$ cat src/rtl/l2pu_pkg.sv
package l2pu_pkg;

    // control word bit positions (decoded by the power switch logic)
    localparam int L2C_ARR_HS    = 0;
    localparam int L2C_SCU_HS    = 1;
    localparam int L2C_HS_CLAMP  = 8;
    localparam int L2C_HS_EN     = 9;
    localparam int L2C_HS_RST    = 10;
    localparam int L2C_SYS_RST   = 12;
    localparam int L2C_SCU_CLAMP = 14;
    localparam int L2C_ARR_CLAMP = 15;
    localparam int L2C_CNT_LSB   = 16;
    localparam int L2C_CNT_W     = 8;
    localparam int L2C_PWR_ON    = 28;

    // clock branch word bit positions
    localparam int CKB_EN    = 0;
    localparam int CKB_HWCTL = 1;

    typedef enum logic [3:0] {
        ST_IDLE,
        ST_WAIT_A,
        ST_ARRAY_ON,
        ST_WAIT_B,
        ST_HS_UNCLAMP,
        ST_WAIT_C,
        ST_RST_REL,
        ST_WAIT_D,
        ST_HW_CTL
    } seq_st_e;

    typedef struct packed {
        seq_st_e     state;
        logic [31:0] ctl;
        logic        ovr;
        logic [1:0]  ckb;
        logic        done;
        logic        skipped;
    } seq_reg_t;

    function automatic logic [31:0] first_word(input int hs_cnt);
        logic [31:0] w;
        w = '0;
        w[L2C_HS_CLAMP]  = 1'b1;
        w[L2C_HS_EN]     = 1'b1;
        w[L2C_HS_RST]    = 1'b1;
        w[L2C_SYS_RST]   = 1'b1;
        w[L2C_SCU_CLAMP] = 1'b1;
        w[L2C_ARR_CLAMP] = 1'b1;
        w[L2C_CNT_LSB +: L2C_CNT_W] = L2C_CNT_W'(hs_cnt);
        return w;
    endfunction

endpackage

$ cat src/rtl/l2pu_timer.sv
module l2pu_timer #(
    parameter int W = 8
) (
    input  logic         clk,
    input  logic         rst_n,
    input  logic         load_i,
    input  logic [W-1:0] val_i,
    output logic         zero_o
);

    logic [W-1:0] cnt_d, cnt_q;

    always_comb begin
        cnt_d = cnt_q;
        if (load_i) begin
            cnt_d = val_i;
        end else if (cnt_q != '0) begin
            cnt_d = cnt_q - 1'b1;
        end
    end

    always_ff @(posedge clk or negedge rst_n) begin
        if (!rst_n) begin
            cnt_q <= '0;
        end else begin
            cnt_q <= cnt_d;
        end
    end

    assign zero_o = (cnt_q == '0);

endmodule

$ cat src/rtl/l2pu_fsm.sv
module l2pu_fsm
    import l2pu_pkg::*;
#(
    parameter int TW       = 8,
    parameter int SHORT_LD = 1,
    parameter int LONG_LD  = 1,
    parameter int HS_CNT   = 16
) (
    input  logic          clk,
    input  logic          rst_n,
    input  logic          start_i,
    input  logic          hs_sts_i,
    input  logic          tmr_zero_i,
    output logic          tmr_load_o,
    output logic [TW-1:0] tmr_val_o,
    output logic [31:0]   l2_ctl_o,
    output logic          dbg_ovr_o,
    output logic [1:0]    clk_br_o,
    output logic          busy_o,
    output logic          done_o,
    output logic          skipped_o
);

    localparam logic [TW-1:0] SHORT_VAL = TW'(SHORT_LD);
    localparam logic [TW-1:0] LONG_VAL  = TW'(LONG_LD);
    localparam logic [31:0]   INIT_WORD = first_word(HS_CNT);

    seq_reg_t r_d, r_q;

    always_comb begin
        r_d         = r_q;
        r_d.done    = 1'b0;
        r_d.skipped = 1'b0;
        tmr_load_o  = 1'b0;
        tmr_val_o   = '0;
        unique case (r_q.state)
            ST_IDLE: begin
                if (start_i) begin
                    if (hs_sts_i) begin
                        r_d.done    = 1'b1;
                        r_d.skipped = 1'b1;
                    end else begin
                        r_d.ctl   = INIT_WORD;
                        r_d.ovr   = 1'b1;
                        r_d.ckb   = '0;
                        r_d.state = ST_WAIT_A;
                        tmr_load_o = 1'b1;
                        tmr_val_o  = SHORT_VAL;
                    end
                end
            end
            ST_WAIT_A: begin
                if (tmr_zero_i) begin
                    r_d.ctl[L2C_SCU_CLAMP] = 1'b0;
                    r_d.ctl[L2C_ARR_CLAMP] = 1'b0;
                    r_d.state = ST_ARRAY_ON;
                end
            end
            ST_ARRAY_ON: begin
                r_d.ctl[L2C_ARR_HS] = 1'b1;
                r_d.ctl[L2C_SCU_HS] = 1'b1;
                r_d.state  = ST_WAIT_B;
                tmr_load_o = 1'b1;
                tmr_val_o  = SHORT_VAL;
            end
            ST_WAIT_B: begin
                if (tmr_zero_i) begin
                    r_d.ckb[CKB_EN] = 1'b1;
                    r_d.state = ST_HS_UNCLAMP;
                end
            end
            ST_HS_UNCLAMP: begin
                r_d.ctl[L2C_HS_CLAMP] = 1'b0;
                r_d.state  = ST_WAIT_C;
                tmr_load_o = 1'b1;
                tmr_val_o  = SHORT_VAL;
            end
            ST_WAIT_C: begin
                if (tmr_zero_i) begin
                    r_d.ovr   = 1'b0;
                    r_d.state = ST_RST_REL;
                end
            end
            ST_RST_REL: begin
                r_d.ctl[L2C_HS_RST]  = 1'b0;
                r_d.ctl[L2C_SYS_RST] = 1'b0;
                r_d.state  = ST_WAIT_D;
                tmr_load_o = 1'b1;
                tmr_val_o  = LONG_VAL;
            end
            ST_WAIT_D: begin
                if (tmr_zero_i) begin
                    r_d.ctl[L2C_PWR_ON] = 1'b1;
                    r_d.state = ST_HW_CTL;
                end
            end
            ST_HW_CTL: begin
                r_d.ckb[CKB_HWCTL] = 1'b1;
                r_d.done  = 1'b1;
                r_d.state = ST_IDLE;
            end
            default: begin
                r_d.state = ST_IDLE;
            end
        endcase
    end

    always_ff @(posedge clk or negedge rst_n) begin
        if (!rst_n) begin
            r_q.state   <= ST_IDLE;
            r_q.ctl     <= '0;
            r_q.ovr     <= 1'b0;
            r_q.ckb     <= '0;
            r_q.done    <= 1'b0;
            r_q.skipped <= 1'b0;
        end else begin
            r_q <= r_d;
        end
    end

    assign l2_ctl_o  = r_q.ctl;
    assign dbg_ovr_o = r_q.ovr;
    assign clk_br_o  = r_q.ckb;
    assign busy_o    = (r_q.state != ST_IDLE);
    assign done_o    = r_q.done;
    assign skipped_o = r_q.skipped;

endmodule

$ cat src/rtl/l2_pwrup_seq.sv
module l2_pwrup_seq #(
    parameter int CYC_PER_US = 20,
    parameter int SHORT_US   = 2,
    parameter int LONG_US    = 54,
    parameter int HS_CNT     = 16
) (
    input  logic        clk,
    input  logic        rst_n,
    input  logic        start_i,
    input  logic        hs_sts_i,
    output logic [31:0] l2_ctl_o,
    output logic        dbg_ovr_o,
    output logic [1:0]  clk_br_o,
    output logic        busy_o,
    output logic        done_o,
    output logic        skipped_o
);

    localparam int SHORT_CYC = SHORT_US * CYC_PER_US;
    localparam int LONG_CYC  = LONG_US * CYC_PER_US;
    localparam int MAX_CYC   = (LONG_CYC > SHORT_CYC) ? LONG_CYC : SHORT_CYC;
    localparam int TW        = (MAX_CYC > 2) ? $clog2(MAX_CYC) : 1;

    logic          tmr_load;
    logic [TW-1:0] tmr_val;
    logic          tmr_zero;

    l2pu_timer #(
        .W (TW)
    ) i_timer (
        .clk    (clk),
        .rst_n  (rst_n),
        .load_i (tmr_load),
        .val_i  (tmr_val),
        .zero_o (tmr_zero)
    );

    l2pu_fsm #(
        .TW       (TW),
        .SHORT_LD (SHORT_CYC - 1),
        .LONG_LD  (LONG_CYC - 1),
        .HS_CNT   (HS_CNT)
    ) i_fsm (
        .clk        (clk),
        .rst_n      (rst_n),
        .start_i    (start_i),
        .hs_sts_i   (hs_sts_i),
        .tmr_zero_i (tmr_zero),
        .tmr_load_o (tmr_load),
        .tmr_val_o  (tmr_val),
        .l2_ctl_o   (l2_ctl_o),
        .dbg_ovr_o  (dbg_ovr_o),
        .clk_br_o   (clk_br_o),
        .busy_o     (busy_o),
        .done_o     (done_o),
        .skipped_o  (skipped_o)
    );

endmodule

$ cat config.mk
export PLATFORM = sky130hd
export DESIGN_NAME = l2_pwrup_seq
export DESIGN_NICKNAME = d
export VERILOG_FILES = /design/src/rtl/l2pu_pkg.sv /design/src/rtl/l2pu_timer.sv /design/src/rtl/l2pu_fsm.sv /design/src/rtl/l2_pwrup_seq.sv
export SDC_FILE = /design/constraint.sdc
export NUM_CORES = 1
export LEC_CHECK = 0
export CORE_MARGIN = 1
export CORE_UTILIZATION = 33
export CTS_CLUSTER_SIZE = 8
export DETAILED_ROUTE_END_ITERATION = 8
export DONT_BUFFER_PORTS = 1
export HOLD_SLACK_MARGIN = 0.06
export PLACE_DENSITY = 0.5
export SLEW_MARGIN = 20
export SYNTH_ARGS = -nofsm -noshare
export SYNTH_HDL_FRONTEND = slang
export SYNTH_SLANG_ARGS = --single-unit
export TNS_END_PERCENT = 100
$ cat constraint.sdc
create_clock -name clk -period 2.7 [get_ports clk]
set_input_delay 0.135 -clock clk [delete_from_list [all_inputs] [get_ports clk]]
set_output_delay 0.135 -clock clk [all_outputs]
set_load 0.01 [all_outputs]
==> out/qor.csv <==
stage,metric,value,unit
sta,Final Skew,3.57,ps
cts,clock buffer depth,2,
worst_setup_path,flop-to-flop setup slack,390,ps
route,# DRC,0,
layout,utilization after layout,0.338,
sta,setup_tns,0,ps
layout,Layout area overhead,-1.83,%
synth,dominant synthesized flop cell,dfrtp_1,
global_route,antenna violations before repair,0,
sta,worst rel slew slack,0.546,
cts,clk sinks,26,
cts,Post-CTS Setup Inserts,0,
global_route,total gr overflow,0,
sta,Final Max Slew Viols,0,
global_route,vias in the first global route,937,
cts,htree depth,1,
synth,Syn Inst Count,161,
synth,Mean Syn Cell Area,9.36,um^2
power_and_ir_drop,Power per Cell Area,464,nW/um^2
worst_setup_path,crit path to,i_timer.cnt_q[1],
synth,Commonest cells post-synth,"buf_4 (34), dfrtp_1 (26), nor2_1 (15)",
min_path,path category of the worst min-delay check,in -> reg,
route,Via density,4.90,
synth,Syn. warnings,0,
cts,# resized after CTS,0,
cts,clock root buffer,clkbuf_8,
job,max-cap violations,0,
worst_setup_path,Worst R2R End,i_timer.cnt_q[1],
die,die area,4840,um^2
route,"antenna viol nets, final",0,
worst_setup_path,R2R depth,6,
route,via count,999,
worst_setup_path,critical path class,reg -> reg,
synth,Unique masters post-synth,42,
worst_setup_path,crit end category,flop,
worst_setup_path,reg2reg start,i_timer.cnt_q[0],
placed_design,DP Worst Slack,409,ps
synth,"area leader, netlist",dfrtp_1,
global_route,largest net degree at the start of global routing,27,
placed_design,Detailed Place HPWL,1.80,mm
synth,register bit total from synthesis,26,
layout,net count reported at finish,158,
die,Die H,69.6,um
cts,"CTS clk-pin slew, worst paths",90,ps
global_route,Total GRT Usage,0.113,
die,num ports,42,
synth,Synth top area share,0.432,
status,status,completed,
layout,Antenna Cells,0,
cts,CTS tree,done,
sta,setup violators final,0,
synth,Mapped Area,1510,um^2
cts,clk_lat worst skew,280,ps
cts,Num CTS Buffers,3,
route,post-DR wirelength/cell,12.7,um
layout,fraction of layout cells with a size suffix above 1,0.0987,
sta,Final period util,0.856,
power_and_ir_drop,Lkg Pwr,0.000665,uW
die,initial core utilization,0.344,
route,routed wire length,2.59,mm
global_route,first-pass GRT wire length,4.37,mm
route,first-pass detailed-route iteration total,4,
synth,number of enable flip-flop cells after synthesis,0,
cts,hold buffer count at cts,4,
worst_setup_path,worst setup path start,i_timer.cnt_q[0],
worst_setup_path,CP max FO,13,
synth,top-count cell post-synth,buf_4,
die,chip width,69.6,um
sta,RSZ-0062 raised after global routing,no,
layout,Final Non-Filler Cells,204,
die,row count,24,
placed_design,Cells after DPL,196,
synth,sequential cell area fraction in the yosys report,0.432,
worst_setup_path,Worst EP arrival,2530,ps
sta,Worst Tran Pin Value,676,ps
sta,Final Hold Fails,0,
worst_setup_path,startpoint type of the worst setup path,flop,
layout,Filler cells,456,
power_and_ir_drop,maximum VDD drop,0.202,mV
sta,fmax,433,MHz
route,iteration-0 DRC count of the detailed router,59,
placed_design,Final Wtd Congestion,0.782,
synth,Synth async-reset ratio,1.00,
die,core area,4380,um^2
placed_design,number of port buffers,0,
worst_setup_path,worst path required time,2920,ps
synth,synth top area cells,"dfrtp_1 (43%), buf_4 (17%), nor2_1 (3.7%), a21oi_1 (3.3%), o21ai_0 (2.0%)",
sta,post-route minimum period,2310,ps
sta,final setup margin,388,ps
[flip-flops by register name, summed over array words and instances, names as in the netlist]
register	count
i_fsm.clk_br_o	2
i_fsm.skipped_o	1
i_fsm.l2_ctl_o	6
i_fsm.r_q	4
i_fsm.dbg_ovr_o	1
i_fsm.done_o	1
i_timer.cnt_q	11
[power breakdown]
| part | total [uW] | switching [uW] | internal (uW) |
|---|---|---|---|
| clock network | 258 | 127 | 131 |
| registers | 395 | 3.86 | 391 |
| logic | 33.8 | 25.4 | 8.40 |
| total | 687 | 156 | 530 |
[how the worst min path moves through the flow]
stage	slack [ps]	depth (start not counted)	to	start
floorplan	-160	0	i_fsm.clk_br_o[0]	rst_n
global placement	-160	0	i_fsm.l2_ctl_o[9]	rst_n
finish	70	2	i_fsm.done_o	start_i
detailed placement	-160	0	i_fsm.skipped_o	rst_n
CTS	70	2	i_fsm.done_o	start_i
global route	110	2	i_fsm.done_o	start_i
[layout make-up]
| cell class | instances | area [um^2] | area share |
|---|---|---|---|
| Clock buffer | 4 | 55.1 | 0.0372 |
| Inverter | 7 | 26.3 | 0.0178 |
| Multi-Input combinational cell | 110 | 626 | 0.423 |
| Sequential cell | 26 | 651 | 0.440 |
| Tap cell | 52 | 65.1 | 0.0440 |
| Timing Repair Buffer | 5 | 57.6 | 0.0389 |
[worst max-delay path, cell delays in order (launching register included)]
cell     delay [ps]
dfrtp_1         390
inv_1            90
ha_1            190
or4b_4          510
nor4_4          600
mux2_2          410
nand2_1          60
[kinds of logic (layout without fill, tap and decap cells)]
logic type                 Yosys count  after routing  synth area share
xor gates and xnor gates             1              1           0.00581
DFF                                 26             26             0.432
adders and majority gates            1              1           0.00830
buffers and inverters               46             16             0.206
and+or+nand+nor                     52             52             0.193
AOI/OAI and AO/OA                   32             32             0.139
other                                1             22           0.00249
muxes                                2              2            0.0141
[through the flow]
stage,hold WS [ps],power [uW],instance area (um^2)
floorplan,-161,449,1590
global placement,-160,422,1380
detailed placement,-160,422,1380
CTS,72.2,695,1480
global route,111,714,1480
finish,73.7,687,1480
[cells in the final DEF, fill, tap and decap left out, types with 2 or more instances in the layout]
master         instances
nand4_1                2
dlygate4sd3_1          3
nor3_1                 2
o31ai_1                3
o21ai_0                6
conb_1                22
a211o_1                2
nand2_1                8
nand3_1                4
inv_1                  7
nor2_1                15
dfrtp_1               26
or2_2                  2
nand2b_1               4
or3_1                  3
a31oi_1                2
clkbuf_8               4
nor4_1                 3
a21oi_1               10
or4_1                  2
[per-layer routing]
layer | global-route usage | share of wire
met2 | 0.169 | 0.45
met4 | 0.0544 | 0.017
met1 | 0.155 | 0.49
met5 | 0 | 0
met3 | 0.0233 | 0.038
Power figures use the tool's default switching activity.
